[src/rtl/clksel_pkg.sv]
package clksel_pkg;
    localparam int DW   = 32;
    localparam int AW   = 3;
    localparam int SW   = 3;
    localparam int NSEL = 3;

    typedef enum logic [AW-1:0] {
        A_MAIN = 3'd0,
        A_SET  = 3'd1,
        A_CLR  = 3'd2,
        A_UPD  = 3'd3,
        A_STAT = 3'd4
    } addr_e;

    typedef struct packed {
        int shift;
        int width;
        int nsrc;
        int gate;   // -1: no gate bit
        int upd;    // -1: no commit bit
    } sel_cfg_t;

    function automatic sel_cfg_t sel_cfg(input int i);
        sel_cfg_t c;
        case (i)
            0:       c = '{shift: 0,  width: 2, nsrc: 3, gate: 7,  upd: 0};
            1:       c = '{shift: 8,  width: 3, nsrc: 5, gate: 15, upd: 1};
            default: c = '{shift: 16, width: 2, nsrc: 4, gate: -1, upd: -1};
        endcase
        return c;
    endfunction

    function automatic logic [DW-1:0] reset_word();
        logic [DW-1:0] w;
        w = '0;
        for (int i = 0; i < NSEL; i++) begin
            if (sel_cfg(i).gate >= 0) w[sel_cfg(i).gate] = 1'b1;
        end
        return w;
    endfunction
endpackage

[src/rtl/clksel_wr_merge.sv]
module clksel_wr_merge
    import clksel_pkg::*;
#(
    parameter int NP = 2
) (
    input  logic              clk,
    input  logic              rst,
    input  logic [NP-1:0]     wr_en,
    input  logic [NP*AW-1:0]  wr_addr,
    input  logic [NP*DW-1:0]  wr_data,
    input  logic [DW-1:0]     main_q,
    output logic [DW-1:0]     main_d,
    output logic [DW-1:0]     upd_word
);
    logic [DW-1:0] set_acc, clr_acc, dir_val;
    logic          dir_hit;

    always_comb begin
        set_acc  = '0;
        clr_acc  = '0;
        upd_word = '0;
        dir_val  = '0;
        dir_hit  = 1'b0;
        // highest port first so the lowest port's direct write lands last
        for (int p = NP - 1; p >= 0; p--) begin
            if (wr_en[p]) begin
                case (wr_addr[p*AW +: AW])
                    A_MAIN: begin dir_hit = 1'b1; dir_val = wr_data[p*DW +: DW]; end
                    A_SET:  set_acc  = set_acc  | wr_data[p*DW +: DW];
                    A_CLR:  clr_acc  = clr_acc  | wr_data[p*DW +: DW];
                    A_UPD:  upd_word = upd_word | wr_data[p*DW +: DW];
                    default: ;
                endcase
            end
        end
        main_d = dir_hit ? dir_val : ((main_q | set_acc) & ~clr_acc);
    end

    // without direct or clear writes, no bit of the word is lost
    a_r3_set_keeps_bits: assert property (@(posedge clk) disable iff (rst)
        (!dir_hit && clr_acc == '0) |-> ((main_d & main_q) == main_q));
    // a bit named by a clear write is zero unless a direct write wins
    a_r4_clear_wins: assert property (@(posedge clk) disable iff (rst)
        (!dir_hit) |-> ((main_d & clr_acc) == '0));
endmodule

[src/rtl/clksel_lane.sv]
module clksel_lane
    import clksel_pkg::*;
#(
    parameter int NSRC   = 2,
    parameter bit STAGED = 1'b1
) (
    input  logic          clk,
    input  logic          rst,
    input  logic [SW-1:0] cand,
    input  logic          take,
    input  logic [SW-1:0] pending,
    output logic [SW-1:0] active,
    output logic          strobe,
    output logic          reject,
    output logic          pend_bad
);
    localparam logic [SW:0] LIM = (SW+1)'(NSRC);

    logic cand_ok;
    assign cand_ok  = {1'b0, cand} < LIM;
    assign reject   = take && !cand_ok;
    assign pend_bad = !({1'b0, pending} < LIM);

    always_ff @(posedge clk) begin
        if (rst) begin
            active <= '0;
            strobe <= 1'b0;
        end else begin
            strobe <= 1'b0;
            if (take && cand_ok) begin
                active <= cand;
                strobe <= STAGED;
            end
        end
    end

    // the live select never leaves the legal range
    a_r11_active_in_range: assert property (@(posedge clk) disable iff (rst)
        ({1'b0, active} < LIM));

    if (STAGED) begin : g_staged_chk
        // a strobe only follows a commit request
        a_r7_strobe_after_commit: assert property (@(posedge clk) disable iff (rst)
            strobe |-> $past(take));
        // without a commit the live select holds
        a_r8_hold_without_commit: assert property (@(posedge clk) disable iff (rst)
            !$past(take) |-> $stable(active));
    end
endmodule

[src/rtl/clksel_regbank.sv]
module clksel_regbank
    import clksel_pkg::*;
#(
    parameter int NUM_PORTS = 2
) (
    input  logic                    clk,
    input  logic                    rst,
    input  logic [NUM_PORTS-1:0]    wr_en,
    input  logic [NUM_PORTS*AW-1:0] wr_addr,
    input  logic [NUM_PORTS*DW-1:0] wr_data,
    input  logic [AW-1:0]           rd_addr,
    output logic [DW-1:0]           rd_data,
    output logic [NSEL*SW-1:0]      sel_active,
    output logic [NSEL-1:0]         gate_off,
    output logic [NSEL-1:0]         upd_strobe
);
    localparam logic [DW-1:0] RST_WORD = reset_word();

    logic [DW-1:0]   main_q, main_d, upd_word;
    logic [NSEL-1:0] rej, pend_bad;
    logic            err_q;

    clksel_wr_merge #(.NP(NUM_PORTS)) u_merge (
        .clk(clk), .rst(rst),
        .wr_en(wr_en), .wr_addr(wr_addr), .wr_data(wr_data),
        .main_q(main_q), .main_d(main_d), .upd_word(upd_word)
    );

    always_ff @(posedge clk) begin
        if (rst) begin
            main_q <= RST_WORD;
            err_q  <= 1'b0;
        end else begin
            main_q <= main_d;
            err_q  <= err_q | (|rej);
        end
    end

    for (genvar g = 0; g < NSEL; g++) begin : g_sel
        localparam sel_cfg_t C  = sel_cfg(g);
        localparam int       SH = C.shift;
        localparam int       WD = C.width;
        localparam int       GB = C.gate;
        localparam int       UB = C.upd;

        logic [SW-1:0] fld_q, fld_d, cand;
        logic          take;

        assign fld_q = SW'(main_q[SH +: WD]);
        assign fld_d = SW'(main_d[SH +: WD]);

        if (UB >= 0) begin : g_staged
            assign cand = fld_q;
            assign take = upd_word[UB];
        end else begin : g_direct
            assign cand = fld_d;
            assign take = 1'b1;
        end

        if (GB >= 0) begin : g_gate
            assign gate_off[g] = main_q[GB];
        end else begin : g_nogate
            assign gate_off[g] = 1'b0;
        end

        clksel_lane #(.NSRC(C.nsrc), .STAGED(UB >= 0)) u_lane (
            .clk(clk), .rst(rst),
            .cand(cand), .take(take), .pending(fld_q),
            .active(sel_active[g*SW +: SW]),
            .strobe(upd_strobe[g]),
            .reject(rej[g]),
            .pend_bad(pend_bad[g])
        );
    end

    logic unused_upd;
    assign unused_upd = ^upd_word;

    always_comb begin
        rd_data = '0;
        case (rd_addr)
            A_MAIN, A_SET, A_CLR: rd_data = main_q;
            A_STAT: begin
                rd_data[0]      = err_q;
                rd_data[NSEL:1] = pend_bad;
            end
            default: rd_data = '0;
        endcase
    end

    // the error flag is sticky until reset
    a_r11_err_sticky: assert property (@(posedge clk) disable iff (rst)
        $past(err_q) |-> err_q);
    // the main word only changes through a bus write
    a_r2_word_needs_write: assert property (@(posedge clk) disable iff (rst)
        ($past(wr_en) == '0) |-> $stable(main_q));
endmodule

[config.mk]
export PLATFORM = sky130hd
export DESIGN_NAME = clksel_regbank
export DESIGN_NICKNAME = d
export VERILOG_FILES = /design/src/rtl/clksel_pkg.sv /design/src/rtl/clksel_wr_merge.sv /design/src/rtl/clksel_lane.sv /design/src/rtl/clksel_regbank.sv
export SDC_FILE = /design/constraint.sdc
export NUM_CORES = 1
export LEC_CHECK = 0
export BUFFER_PORTS_ARGS = -buffer_cell sky130_fd_sc_hd__buf_2
export CAP_MARGIN = 10
export CORE_MARGIN = 4
export CORE_UTILIZATION = 47
export CTS_CLUSTER_SIZE = 40
export DETAILED_ROUTE_END_ITERATION = 10
export GPL_ROUTABILITY_DRIVEN = 0
export PLACE_DENSITY = 0.78
export SYNTH_ARGS = -nofsm -noshare
export SYNTH_HDL_FRONTEND = slang
export SYNTH_SLANG_ARGS = --single-unit
[constraint.sdc]
create_clock -name clk -period 1.74 [get_ports clk]
set_input_delay 0.348 -clock clk [delete_from_list [all_inputs] [get_ports clk]]
set_output_delay 0.348 -clock clk [all_outputs]
set_load 0.03 [all_outputs]
=== Word level (Yosys, flattened, before mapping) ===
Cells that the tools add are included.

* Register bits after elaboration: 42
* Bits of input ports: 77
* Logic and storage cells: 65

* $lt $le $gt $ge: 4
* Equality and inequality tests: 9
* Mux-type cells: 25
* Bitwise operators: 7
* Reduce and logical (&&, ||, !) cells: 13

{| class="wikitable"
|+ Operators by type and width
! cell !! number
|-
| two-way mux 32 bit || 13
|-
| bitwise OR 32 bit || 3
|-
| AND 32 bit || 1
|-
| inverter 32 bit || 1
|-
| two-way mux 28 bit || 1
|-
| == test 3 x 2 -> 1 bit (second input constant) || 5
|-
| == test 3 x 1 -> 1 bit (second input constant) || 3
|-
| logical NOT 3 bit || 3
|-
| two-way mux 2 bit || 4
|-
| case mux 4 bit (2 select lines) || 1
|-
| < comparator 2 x 3 -> 1 bit (second input constant) || 2
|-
| two-way mux 1 bit || 6
|-
| OR reduction 3 bit || 2
|-
| logical AND 1 bit || 4
|-
| logical NOT 1 bit || 4
|-
| == test 3 bit (second input constant) || 1
|-
| < comparator 3 bit (second input constant) || 1
|-
| < comparator 2 bit (second input constant) || 1
|-
| bitwise OR 2 bit || 1
|-
| bitwise OR 1 bit || 1
|}

=== Logic depth before layout (Yosys ltp) ===
* Depth in word-level cells: 13
* Gate-level depth with buffers: 5
* Gate-level depth less buffers: 4

=== Modules after synthesis ===
A second synthesis with hierarchy kept.

* Cells, all modules: 438
* Area, all modules: 3918.8 µm²

{| class="wikitable"
|+ Modules (own cells, without submodules)
! module !! times used !! cells each !! area an instance (µm²) !! seq. area each (µm²)
|-
| clksel_wr_merge || 1 || 272 || 2189.6 || 0.0
|-
| clksel_regbank || 1 || 113 || 1187.4 || 660.6
|-
| clksel_lane at g_sel[1].u_lane || 1 || 21 || 200.2 || 80.1
|-
| clksel_lane at g_sel[0].u_lane || 1 || 17 || 176.4 || 80.1
|-
| clksel_lane at g_sel[2].u_lane || 1 || 15 || 165.2 || 60.1
|}

=== Least setup slack after synthesis ===
OpenSTA, ideal clock, no wires.

* Kind: register to output
* From: reg main_q[10]
* To: out rd_data[2]
* Arrival time: 1250 ps
* Data required time: 1392 ps
* Setup slack: 142 ps
* Cell stages (with the launch flop): 3
* Path buffers: 0
* Cell sequence: dfxtp_1 -> o21ai_0 -> o21ai_0

* Longest elaborated chain between the ends: 3

{| class="wikitable"
|+ RTL lines
! item !! line !! source
|-
| start, declared || clksel_regbank.sv:19 || <nowiki>logic [DW-1:0] main_q, main_d, upd_word;</nowiki>
|-
| start signal, assigned || clksel_regbank.sv:34 || <nowiki>main_q <= main_d;</nowiki>
|-
| < comparator 3 bit || clksel_lane.sv:22 || <nowiki>assign pend_bad = !({1'b0, pending} < LIM);</nowiki>
|-
| logical NOT 1 bit || clksel_lane.sv:22 ||
|-
| case mux 4 bit (2 select lines) || clksel_regbank.sv:81 || <nowiki>case (rd_addr)</nowiki>
|-
| end, declared || clksel_regbank.sv:12 || <nowiki>output logic [DW-1:0] rd_data,</nowiki>
|}

No other way between the ends.

=== Worst setup path in the final report ===
* From: reg main_q[9]
* To: out rd_data[2]

The elaborated chain is that of the path after synthesis.

==> flow_summary.ini <==
[synth]
synthArstFlopShare_pct = 0
synth_cells = 289
yosysUniqueCellTypes = 37
synth_largest_area_cell = dfxtp_1
netlist.area_leader.share_pct = 30.5
synth-seq-cells = 40
synth_area_sq_um = 2630
syn_area_per_cell_sq_um = 9.08
synth_edf_count = 0
seq_area_frac_synth_pct = 30.5
yosys.cell_count.top_type = dfxtp_1
synth_ff_type = dfxtp_1
synthTopCellsByCount = dfxtp_1, a221oi_1, a22oi_1
synth_warnings = 0
synth.area.top_cells = dfxtp_1, a221o_1, a221oi_1

[global_route]
grt_use_total_pct = 24.4
antenna_found_initial = 0
grt_pass1_wl_mm = 13.1
grt_max_degree = 40
grt_pass1_vias = 2797
overflow = 0

[hold_path]
hold_path_end = main_q[15]
worstHoldPathType = in2reg
hp-start = wr_data[15]
whs_path_depth = 2

[clock_tree]
cts-hold-fix-buffers = 0
path_clk_slew_ns = 0.08
cts_tree = yes
ctsLongestPathBuffers = 2
cts_max_level = 2
cts-root-buf = clkbuf_8
clk_latency_ns = 0.29
cts_inserted_buffers = 5
cts.sinks = 40
ctsResizeCount = 0
post_cts_buffers = 0

[timing]
final_max_slew_viol_count = 0
timing.final.crit_share_pct = 91.5
worst_pin_slew_ns = 0.661
fin_setup_tns_ns = 0
fin_worst_skew_ns = 0.000768
relSlewSlack_pct = 55.9
clock.fmax_ghz = 0.628
finalHoldViolations = 0
min_period_ns = 1.59
setup-violations-final = 0
rsz0062_at_grt = false

[routing]
drt_first_iter_violations = 230
antenna_left = 0
drc = 0
firstDrtPassIters = 4
post_drt_via_cell_ratio = 6.38
vias = 2980
routed_wl_mm = 8.43
wl_per_cell_um = 18.0

[die]
chipHeight_um = 82.7
start_util_pct = 49.8
io_pins = 124
rows = 26
dieArea_sq_um = 6850
die_x_um = 82.7
core_area_sq_um = 5270

[layout]
fin_cells = 467
area_growth_pct = 29.0
fin_util_pct = 64.3
nets = 473
final_area_sq_um = 3390
drive_gt1_share_pct = 40.3
antenna_cells = 0

[critical_path]
crit_path_max_fanout = 5
reg2reg_from = main_q[9]
critPathKind = reg2out
end_kind = output port
r2r-end = err_q
rrSetupSlack_ns = 0.63
ff2ff_path_depth = 4
critPathRequiredTime_ns = 1.39
cp.arrival_ns = 1.24
startpoint_type = flop

[placement]
postPlaceCellArea_sq_um = 3290
dp.cells = 459
io_buffers = 119
hpwl_mm = 6.04

[outcome]
status = finished clean

[power_and_ir_drop]
power.total_mw = 2.27
p_leak_nw = 1.46
powerDensity_nw_per_um2 = 671
ir_worst_vdd_mv = 0.350

[run]
maxCapViolCount = 0
==> sequential cells by signal, summed over array words and instances (netlist names) <==
| signal | flops |
|---|---|
| g_sel.u_lane.active | 6 |
| main_q | 31 |
| g_sel.u_lane.strobe | 2 |
| err_q | 1 |
==> through the flow <==
step / setup slack [ns] / hold slack [ns]
5_1_grt: 0.0127 / 0.321
6_report: 0.149 / 0.323
4_1_cts: 0.102 / 0.320
3_5_place_dp: -0.0164 / 0.460
3_3_place_gp: -0.00371 / 0.464
2_1_floorplan: 0.142 / 0.441
==> critical path: stages (launching register included) <==
cell	delay (ns)
dfxtp_1	0.41
o21ai_0	0.15
o21ai_0	0.18
buf_2	0.22
==> report_power, final <==
group / internal [mW] / switching (mW) / leakage (nW)
combinational: 0.260 / 0.349 / 1.08
clock: 0.317 / 0.336 / 0.0510
sequential: 0.972 / 0.0373 / 0.327
==> worst max path at each step <==
stage | end | startpoint | cells past startpoint | slack [ns]
floorplan | rd_data[2] | main_q[10] | 2 | 0.14
global placement | main_q[29] | wr_addr[5] | 4 | -0.004
detailed placement | main_q[29] | wr_en[1] | 5 | -0.02
CTS | rd_data[2] | main_q[10] | 3 | 0.10
global route | rd_data[2] | main_q[9] | 3 | 0.01
finish | rd_data[2] | main_q[9] | 3 | 0.15
==> placed cells by master, fill, tap and decap left out, drive strengths merged, types with 3 or more instances in the layout <==
| cell type | synthesis | final |
|---|---|---|
| a21oi | 7 | 7 |
| a221o | 30 | 30 |
| a221oi | 34 | 34 |
| a22oi | 32 | 32 |
| and2 | 29 | 29 |
| buf | 18 | 138 |
| clkbuf | 21 | 6 |
| conb | 1 | 4 |
| dfxtp | 40 | 40 |
| inv | 3 | 3 |
| nand2 | 3 | 3 |
| nor2 | 6 | 6 |
| nor3b | 3 | 3 |
| nor4bb | 3 | 3 |
| o22ai | 31 | 31 |
==> routing by layer <==
metal / vias up / track usage (%) / wire (um)
li1: 1416 / - / -
met1: 1424 / 30.5 / 3480
met2: 131 / 42.1 / 4210
met3: 9 / 5.86 / 668
met4: 0 / 5.72 / 79
met5: - / 0 / 0
==> logic make-up after synthesis <==
kind of cell | count (synthesis) | synth area share [%]
AOI/OAI and AO/OA | 147 | 45.0
DFF | 40 | 30.5
and+or+nand+nor | 57 | 15.2
buffers and inverters | 44 | 9.20
other | 1 | 0.143
==> cell type report <==
type	instances	area, sq um
inverters	3	11.3
multi-input cells	208	1640
repair buffers	138	751
well taps	70	87.6
flip-flops and latches	40	802
clock buffers	6	82.6
fillers	490	1880
clock inverters	2	10.0
Power figures use the tool's default switching activity.
